==> config.mk <==
export PLATFORM = sky130hd
export DESIGN_NAME = pcm_tdm_port
export DESIGN_NICKNAME = d
export VERILOG_FILES = /design/src/rtl/pcm_tdm_pkg.sv /design/src/rtl/pcm_slot_timer.sv /design/src/rtl/pcm_tx_shift.sv /design/src/rtl/pcm_rx_shift.sv /design/src/rtl/pcm_tdm_port.sv
export SDC_FILE = /design/constraint.sdc
export NUM_CORES = 1
export LEC_CHECK = 0
export CAP_MARGIN = 10
export CORE_MARGIN = 4
export CORE_UTILIZATION = 26
export DETAILED_ROUTE_END_ITERATION = 16
export DONT_BUFFER_PORTS = 1
export PLACE_DENSITY_LB_ADDON = 0.12
export SLEW_MARGIN = 10
export SYNTH_ARGS = -nofsm -noshare
export SYNTH_HDL_FRONTEND = slang
export SYNTH_SLANG_ARGS = --single-unit
==> constraint.sdc <==
create_clock -name bit_clk -period 2.3 [get_ports bit_clk]
set_input_delay 0.115 -clock bit_clk [delete_from_list [all_inputs] [get_ports bit_clk]]
set_output_delay 0.115 -clock bit_clk [all_outputs]
set_load 0.01 [all_outputs]
==> src/rtl/pcm_tdm_pkg.sv <==
package pcm_tdm_pkg;
  localparam int SLOT_BITS = 8;
  localparam int IDX_W = $clog2(SLOT_BITS);

  typedef enum logic {
    TM_AT_SLOT   = 1'b0,
    TM_AT_FRAME  = 1'b1
  } timing_mode_e;

  // first bit period of a slot, counted from the first bit after the sync
  function automatic int unsigned slot_first_bit(input int unsigned slot);
    return slot * SLOT_BITS;
  endfunction

  // index of the final bit of a slot
  function automatic logic [IDX_W-1:0] last_idx();
    return IDX_W'(SLOT_BITS - 1);
  endfunction
endpackage

==> src/rtl/pcm_slot_timer.sv <==
module pcm_slot_timer #(
  parameter int MAX_BITS = 512,
  parameter int SLOT_W   = 6
) (
  input  logic                            clk,
  input  logic                            rst_n,
  input  logic                            fs,
  input  logic                            dly,
  input  logic [SLOT_W-1:0]               slot,
  output logic                            start,
  output logic                            act,
  output logic [pcm_tdm_pkg::IDX_W-1:0]   idx
);
  import pcm_tdm_pkg::*;
  localparam int FCNT_W = $clog2(MAX_BITS);

  logic              fs_q;
  logic              fs_rise;
  logic              armed;
  logic              hit;
  logic [FCNT_W-1:0] fcnt;

  always_comb begin
    fs_rise = fs & ~fs_q;
    hit     = armed && !fs_rise &&
              (fcnt == FCNT_W'(slot_first_bit(32'(slot))));
    start   = dly ? hit : fs_rise;
  end

  // frame bit counter, only meaningful in delayed mode
  always_ff @(posedge clk or negedge rst_n) begin
    if (!rst_n) begin
      fs_q  <= 1'b0;
      armed <= 1'b0;
      fcnt  <= '0;
    end else begin
      fs_q <= fs;
      if (fs_rise) begin
        armed <= 1'b1;
        fcnt  <= '0;
      end else if (armed) begin
        if (fcnt == FCNT_W'(MAX_BITS - 1)) armed <= 1'b0;
        else fcnt <= fcnt + 1'b1;
      end
    end
  end

  // slot window
  always_ff @(posedge clk or negedge rst_n) begin
    if (!rst_n) begin
      act <= 1'b0;
      idx <= '0;
    end else if (start) begin
      act <= 1'b1;
      idx <= '0;
    end else if (act) begin
      idx <= idx + 1'b1;
      if (idx == last_idx()) act <= 1'b0;
    end
  end

  assert_slot_len_R4: assert property (@(posedge clk) disable iff (!rst_n)
    (act && idx != last_idx()) |=> act);

  assert_at_slot_start_R2: assert property (@(posedge clk) disable iff (!rst_n)
    ($rose(act) && !$past(dly)) |-> $past(fs));

  assert_at_frame_gap_R3: assert property (@(posedge clk) disable iff (!rst_n)
    ($rose(act) && $past(dly)) |-> !$past(fs_rise));
endmodule

==> src/rtl/pcm_tx_shift.sv <==
module pcm_tx_shift (
  input  logic                                 clk,
  input  logic                                 rst_n,
  input  logic                                 start,
  input  logic [pcm_tdm_pkg::IDX_W-1:0]        idx,
  input  logic [pcm_tdm_pkg::SLOT_BITS-1:0]    load_data,
  output logic                                 bit_o
);
  import pcm_tdm_pkg::*;
  logic [SLOT_BITS-1:0] hold;

  // byte is frozen on the opening edge; the bit index walks MSB to LSB
  always_ff @(posedge clk or negedge rst_n) begin
    if (!rst_n) hold <= '0;
    else if (start) hold <= load_data;
  end

  assign bit_o = hold[last_idx() - idx];
endmodule

==> src/rtl/pcm_rx_shift.sv <==
module pcm_rx_shift (
  input  logic                                 clk,
  input  logic                                 rst_n,
  input  logic                                 start,
  input  logic                                 act,
  input  logic [pcm_tdm_pkg::IDX_W-1:0]        idx,
  input  logic                                 din,
  output logic [pcm_tdm_pkg::SLOT_BITS-1:0]    data,
  output logic                                 valid
);
  import pcm_tdm_pkg::*;
  logic [SLOT_BITS-1:0] sh;
  logic [SLOT_BITS-1:0] hold;
  logic                 tgl;
  logic                 tgl_q;
  logic                 done_evt;

  // capture on falling edges inside the window
  always_ff @(negedge clk or negedge rst_n) begin
    if (!rst_n) begin
      sh   <= '0;
      hold <= '0;
      tgl  <= 1'b0;
    end else if (act) begin
      sh <= {sh[SLOT_BITS-2:0], din};
      if (idx == last_idx()) begin
        hold <= {sh[SLOT_BITS-2:0], din};
        tgl  <= ~tgl;
      end
    end
  end

  assign done_evt = tgl ^ tgl_q;

  always_ff @(posedge clk or negedge rst_n) begin
    if (!rst_n) begin
      tgl_q <= 1'b0;
      valid <= 1'b0;
      data  <= '0;
    end else begin
      tgl_q <= tgl;
      valid <= done_evt;
      if (done_evt) data <= hold;
    end
  end

  assert_valid_single_R7: assert property (@(posedge clk) disable iff (!rst_n)
    valid |=> !valid);

  assert_rx_open_R6: assert property (@(posedge clk) disable iff (!rst_n)
    start |=> (act && idx == '0));
endmodule

==> src/rtl/pcm_tdm_port.sv <==
module pcm_tdm_port #(
  parameter int NPORT    = 2,
  parameter int MAX_BITS = 512,
  localparam int SLOT_W  = $clog2(MAX_BITS) - 3,
  localparam int PORT_W  = (NPORT > 1) ? $clog2(NPORT) : 1
) (
  input  logic                 bit_clk,
  input  logic                 rst_n,
  input  logic                 cfg_we,
  input  logic                 cfg_mode,
  input  logic [SLOT_W-1:0]    cfg_slot,
  input  logic [PORT_W-1:0]    cfg_port,
  input  logic                 tx_sync,
  input  logic                 rx_sync,
  input  logic [7:0]           tx_data,
  output logic [NPORT-1:0]     ser_out,
  output logic [NPORT-1:0]     ser_out_en,
  output logic [NPORT-1:0]     slot_pull,
  input  logic [NPORT-1:0]     ser_in,
  output logic [7:0]           rx_data,
  output logic                 rx_valid
);
  import pcm_tdm_pkg::*;

  timing_mode_e        mode_q;
  logic [SLOT_W-1:0]   slot_q;
  logic [PORT_W-1:0]   port_q;

  logic                tx_start, tx_act, tx_bit;
  logic [IDX_W-1:0]    tx_idx;
  logic                rx_start, rx_act, rx_din;
  logic [IDX_W-1:0]    rx_idx;
  logic                dly;

  always_ff @(posedge bit_clk or negedge rst_n) begin
    if (!rst_n) begin
      mode_q <= TM_AT_SLOT;
      slot_q <= '0;
      port_q <= '0;
    end else if (cfg_we) begin
      mode_q <= timing_mode_e'(cfg_mode);
      slot_q <= cfg_slot;
      port_q <= cfg_port;
    end
  end

  assign dly = (mode_q == TM_AT_FRAME);

  pcm_slot_timer #(.MAX_BITS(MAX_BITS), .SLOT_W(SLOT_W)) u_tx_tmr (
    .clk(bit_clk), .rst_n(rst_n), .fs(tx_sync), .dly(dly), .slot(slot_q),
    .start(tx_start), .act(tx_act), .idx(tx_idx));

  pcm_slot_timer #(.MAX_BITS(MAX_BITS), .SLOT_W(SLOT_W)) u_rx_tmr (
    .clk(bit_clk), .rst_n(rst_n), .fs(rx_sync), .dly(dly), .slot(slot_q),
    .start(rx_start), .act(rx_act), .idx(rx_idx));

  pcm_tx_shift u_tx (
    .clk(bit_clk), .rst_n(rst_n), .start(tx_start), .idx(tx_idx),
    .load_data(tx_data), .bit_o(tx_bit));

  assign rx_din = ser_in[port_q];

  pcm_rx_shift u_rx (
    .clk(bit_clk), .rst_n(rst_n), .start(rx_start), .act(rx_act), .idx(rx_idx),
    .din(rx_din), .data(rx_data), .valid(rx_valid));

  for (genvar p = 0; p < NPORT; p++) begin : g_port
    assign ser_out_en[p] = tx_act && (port_q == PORT_W'(p));
    assign slot_pull[p]  = ser_out_en[p];
    assign ser_out[p]    = ser_out_en[p] & tx_bit;
  end

  assert_one_port_R4: assert property (@(posedge bit_clk) disable iff (!rst_n)
    $onehot0(ser_out_en));

  assert_cfg_hold_R10: assert property (@(posedge bit_clk) disable iff (!rst_n)
    !$past(cfg_we) |-> ($stable(mode_q) && $stable(slot_q) && $stable(port_q)));
endmodule

# --- Word-level counts from Yosys, hierarchy flattened ---
# Index checks and enable logic that the tools add are counted.
totals:
  reg_bits: 72
  out_inout_bits: 15
  elab_cells: 87
classes:
  add_sub_neg: 5
  magnitude_cmp: 2
  n_eq_ne: 8
  muxes: 28
  bitwise: 9
  n_reduce_logical: 15
op_table:
  columns: ["operator", "n"]
  rows:
  - ["two-way mux 9 bit", 6]
  - ["adder 9 x 1 -> 9 bit (second input constant)", 2]
  - ["equality test 9 bit", 2]
  - ["equality test 9 bit (second input constant)", 2]
  - ["two-way mux 1 bit", 17]
  - ["two-way mux 3 bit", 4]
  - ["nonzero test 2 bit", 4]
  - ["adder 3 x 1 -> 3 bit (second input constant)", 2]
  - ["equality test 3 bit (second input constant)", 2]
  - ["logical AND 1 bit", 6]
  - ["AND reduction 2 bit", 3]
  - ["AND 1 bit", 4]
  - ["less-than comparator 3 x 4 -> 1 bit (second input constant)", 1]
  - ["inequality test 2 x 1 -> 1 bit (second input constant)", 2]
  - ["NOT 1 bit", 4]
  - ["binary-select mux 1 bit (select 3 bit)", 1]
  - ["subtractor 3 bit (first input constant)", 1]
  - ["logical NOT 1 bit", 2]
  - ["less-than comparator 1 x 2 -> 1 bit (second input constant)", 1]
  - ["XOR 1 bit", 1]

# --- Logic depth before layout (Yosys ltp) ---
depth:
  ltp_word: 7
  depth_mapped: 8

# --- Hierarchy ---
# Synthesis repeated with hierarchy kept, for this count alone.
unflattened:
  hier_cells: 260
  area_unflattened_um2: 3413.3
modules_own_cells:
  columns: ["mod", "n_inst", "cells_each", "area_each_um2", "seq_area_each_um2"]
  rows:
  - ["pcm_rx_shift", 1, 54, 978.4, 650.6]
  - ["pcm_slot_timer (u_rx_tmr)", 1, 83, 853.3, 375.4]
  - ["pcm_slot_timer (u_tx_tmr)", 1, 79, 838.3, 375.4]
  - ["pcm_tdm_port", 1, 24, 385.4, 200.2]
  - ["pcm_tx_shift", 1, 20, 357.8, 200.2]

==> results.yml <==
timing:
  worst_slack_ns: -0.168
  rsz0062_at_grt: "true"
  setup_viol: 17
  fin_tns_setup_ns: -1.71
  hold_violations: 0
  relSlewSlack: 0.449
  worst_pin_slew_ns: 0.826
  skew_ns: 0.00944
  slew_violations: 0
worst_setup_path:
  end_kind: "register"
  crit_cells: 4
  critPathKind: "reg -> reg"
  crit_buf_inv: 0
  crit_required_ns: 1.33
  max_stage_delay_ns: 0.39
  path_max_fanout: 4
  crit_path_start_kind: "register"
  cp_slowest_cell: "dfrtp_1"
  worstPathArrival_ns: 1.50
  cp_cell_sequence: "ha_2 > ha_4 > nand2_4 > mux2_4"
  cp_top_family: "flip-flops"
  r2r_cells: 4
final_layout:
  num_antenna_cells: 0
  utilization: 0.344
  postLayoutCellArea_sq_um: 4180
  layout-drive-gt1-share: 0.262
  syn_to_final_growth_pct: 28.1
  layout.nets: 330
cts:
  clk_latency_ns: 0.34
  h-tree-depth: 3
  cts_tree: "yes"
  cts.sinks: 72
  clk_path_buf_depth: 2
  cts-root-buf: "clkbuf_16"
  clkTransAtPathRegs_ns: 0.06
  cts_made_buffers: 9
routing:
  wl_met3_um: 280
  vias_per_cell: 4.19
  top_layer: "met4"
  drtPass1Iterations: 4
  wl_met1_um: 3030
  drtIter0Drc: 96
  dr_wl_met2_um: 2860
  ant_nets: 0
  drcViolationCount: 0
  drt-total-wl_um: 6290
  drt-wirelength-per-cell_um: 13.4
  num_vias: 1970
synth:
  ys_seq_elements: 72
  yosys-top-cells-count: "dfrtp_1, mux2_2, nand2_1"
  syn-num-nets: 292
  synth_edf_count: 0
  synth_most_common_cell: "dfrtp_1"
  netlist_area_sq_um: 3270
  synth_top_cells_by_area: "dfrtp_1, dfrtn_1, mux2_2"
  yosysUniqueCellTypes: 36
  yosys_warnings: 0
  netlist.top_cell.by_area: "dfrtp_1"
  synth_cells: 259
  synth_top_cell_area_share: 0.429
  synth-main-ff-cell: "dfrtp_1"
  async_flop_share: 1.00
  ys_seq_area_frac: 0.552
  avgSynthCellArea_sq_um: 12.6
power_and_ir_drop:
  leakage_nw: 1.88
  power_density_nw_per_um2: 1160
  ir_worst_vdd_mv: 0.379
  power_mw: 4.85
die:
  coreArea_sq_um: 12200
  num_io_pins: 38
  fp.dieW_um: 120
  rows: 40
  floorplan.initialDensity: 0.269
  die_h_um: 120
  die_area_sq_um: 14400
place:
  numPortBuffers: 0
  post_dp_cell_area_sq_um: 3630
  place_congestion: 0.707
  place_hpwl_um: 4280
  pre_cts_slack_ns: -0.159
outcome:
  violations: "negative setup slack"
  status: "finished with violations"
grt:
  antenna_found_initial: 0
  grt-ovfl-total: 0
  grt_max_degree: 57
  grt_pass1_wl_um: 11000
  grt_pass1_vias: 2114
  gr-usage-all-layers: 0.0981
run:
  cap_violations: 0
hold_path:
  min_path_cells: 2
  hp-class: "in -> reg"
==> layer usage <==
metal	up-vias	global-route usage
met1	961	0.128
li1	970	-
met3	10	0.0377
met5	-	0
met4	0	0.0387
met2	29	0.146
==> sequential cells by signal, summed over array words and instances (netlist names), 3 cells and up <==
signal,flops
u_tx_tmr.idx,3
u_tx_tmr.fcnt,9
u_rx_tmr.fcnt,9
slot_q,6
u_rx_tmr.idx,3
u_rx.data,8
u_tx.hold,8
u_rx.sh,7
u_rx.hold,8
==> report_power, final <==
part	switching (mW)	total [mW]	internal, mW
Combinational	0.470	1.36	0.893
Sequential	0.415	2.11	1.69
Clock	0.553	1.38	0.830
==> area by class of cell <==
| type | instances | area, sq um |
|---|---|---|
| clock buffer | 11 | 264 |
| fill | 1184 | 7980 |
| timing repair buffer | 33 | 330 |
| clock inverter | 5 | 35.0 |
| sequential | 72 | 1800 |
| tap | 168 | 210 |
| inverter | 8 | 30.0 |
| multi-input combinational | 173 | 1510 |
==> path summary, 6_finish.rpt <==
path | to | startpoint | slack [ns]
setup / recovery | u_rx.hold[2] | u_rx_tmr.idx[0] | -0.17
hold / removal | u_rx_tmr.armed | rx_sync | 0.02
setup reg to reg | u_rx.hold[2] | u_rx_tmr.idx[0] | -0.17
hold reg to reg | u_rx.hold[0] | u_rx.hold[0] | 0.44
max in group asynchronous | u_rx.hold[2] | rst_n | 1.69
min in group asynchronous | u_rx.tgl_q | rst_n | 0.29
==> per-stage QoR <==
stage,std cells,hold slack [ns]
finish,470,0.0164
global route,470,0.0320
CTS,470,0.00699
detailed placement,431,-0.179
global placement,431,-0.179
floorplan,259,-0.181
==> layout by cell type, fill, tap and decap left out, drive strengths merged, types with 2 or more instances in the layout <==
cell type / instances
dfrtn: 16
and2: 2
ha: 10
a21oi: 7
nor3: 3
clkbuf: 11
mux2i: 6
nand2b: 4
dlygate4sd3: 20
mux4: 2
o21ai: 3
inv: 11
xor2: 16
xnor2: 11
or3: 2
nor2b: 7
nor4: 2
nand2: 24
nor2: 18
clkinv: 2
dfrtp: 56
mux2: 36
buf: 13
nand4: 6
nand3: 4
==> worst register-to-register path, stage by stage (launching register included) <==
cell and delay [ns]:
dfrtp_1 0.39, ha_2 0.20, ha_4 0.19, nand2_4 0.09
mux2_4 0.30
==> repair_timing <==
item / in CTS / in global routing
hold buffers: 21 / 0
gates cloned: 1 / 0
hold endpoints to repair: 74 / 0
setup endpoints to repair: 17 / 17
resized for setup: 0 / 1
pin swaps: 1 / 1
buffers inserted: 1 / 0
==> kinds of logic after synthesis <==
logic type                 Yosys count  share of synthesized area
AOI/OAI and AO/OA                   16                     0.0372
xor gates and xnor gates            27                     0.0724
adders and majority gates           10                     0.0383
buffers and inverters               15                     0.0218
DFF                                 72                      0.552
muxes                               44                      0.163
and+or+nand+nor                     75                      0.116
No activity file was read; power rests on OpenSTA's default activity.
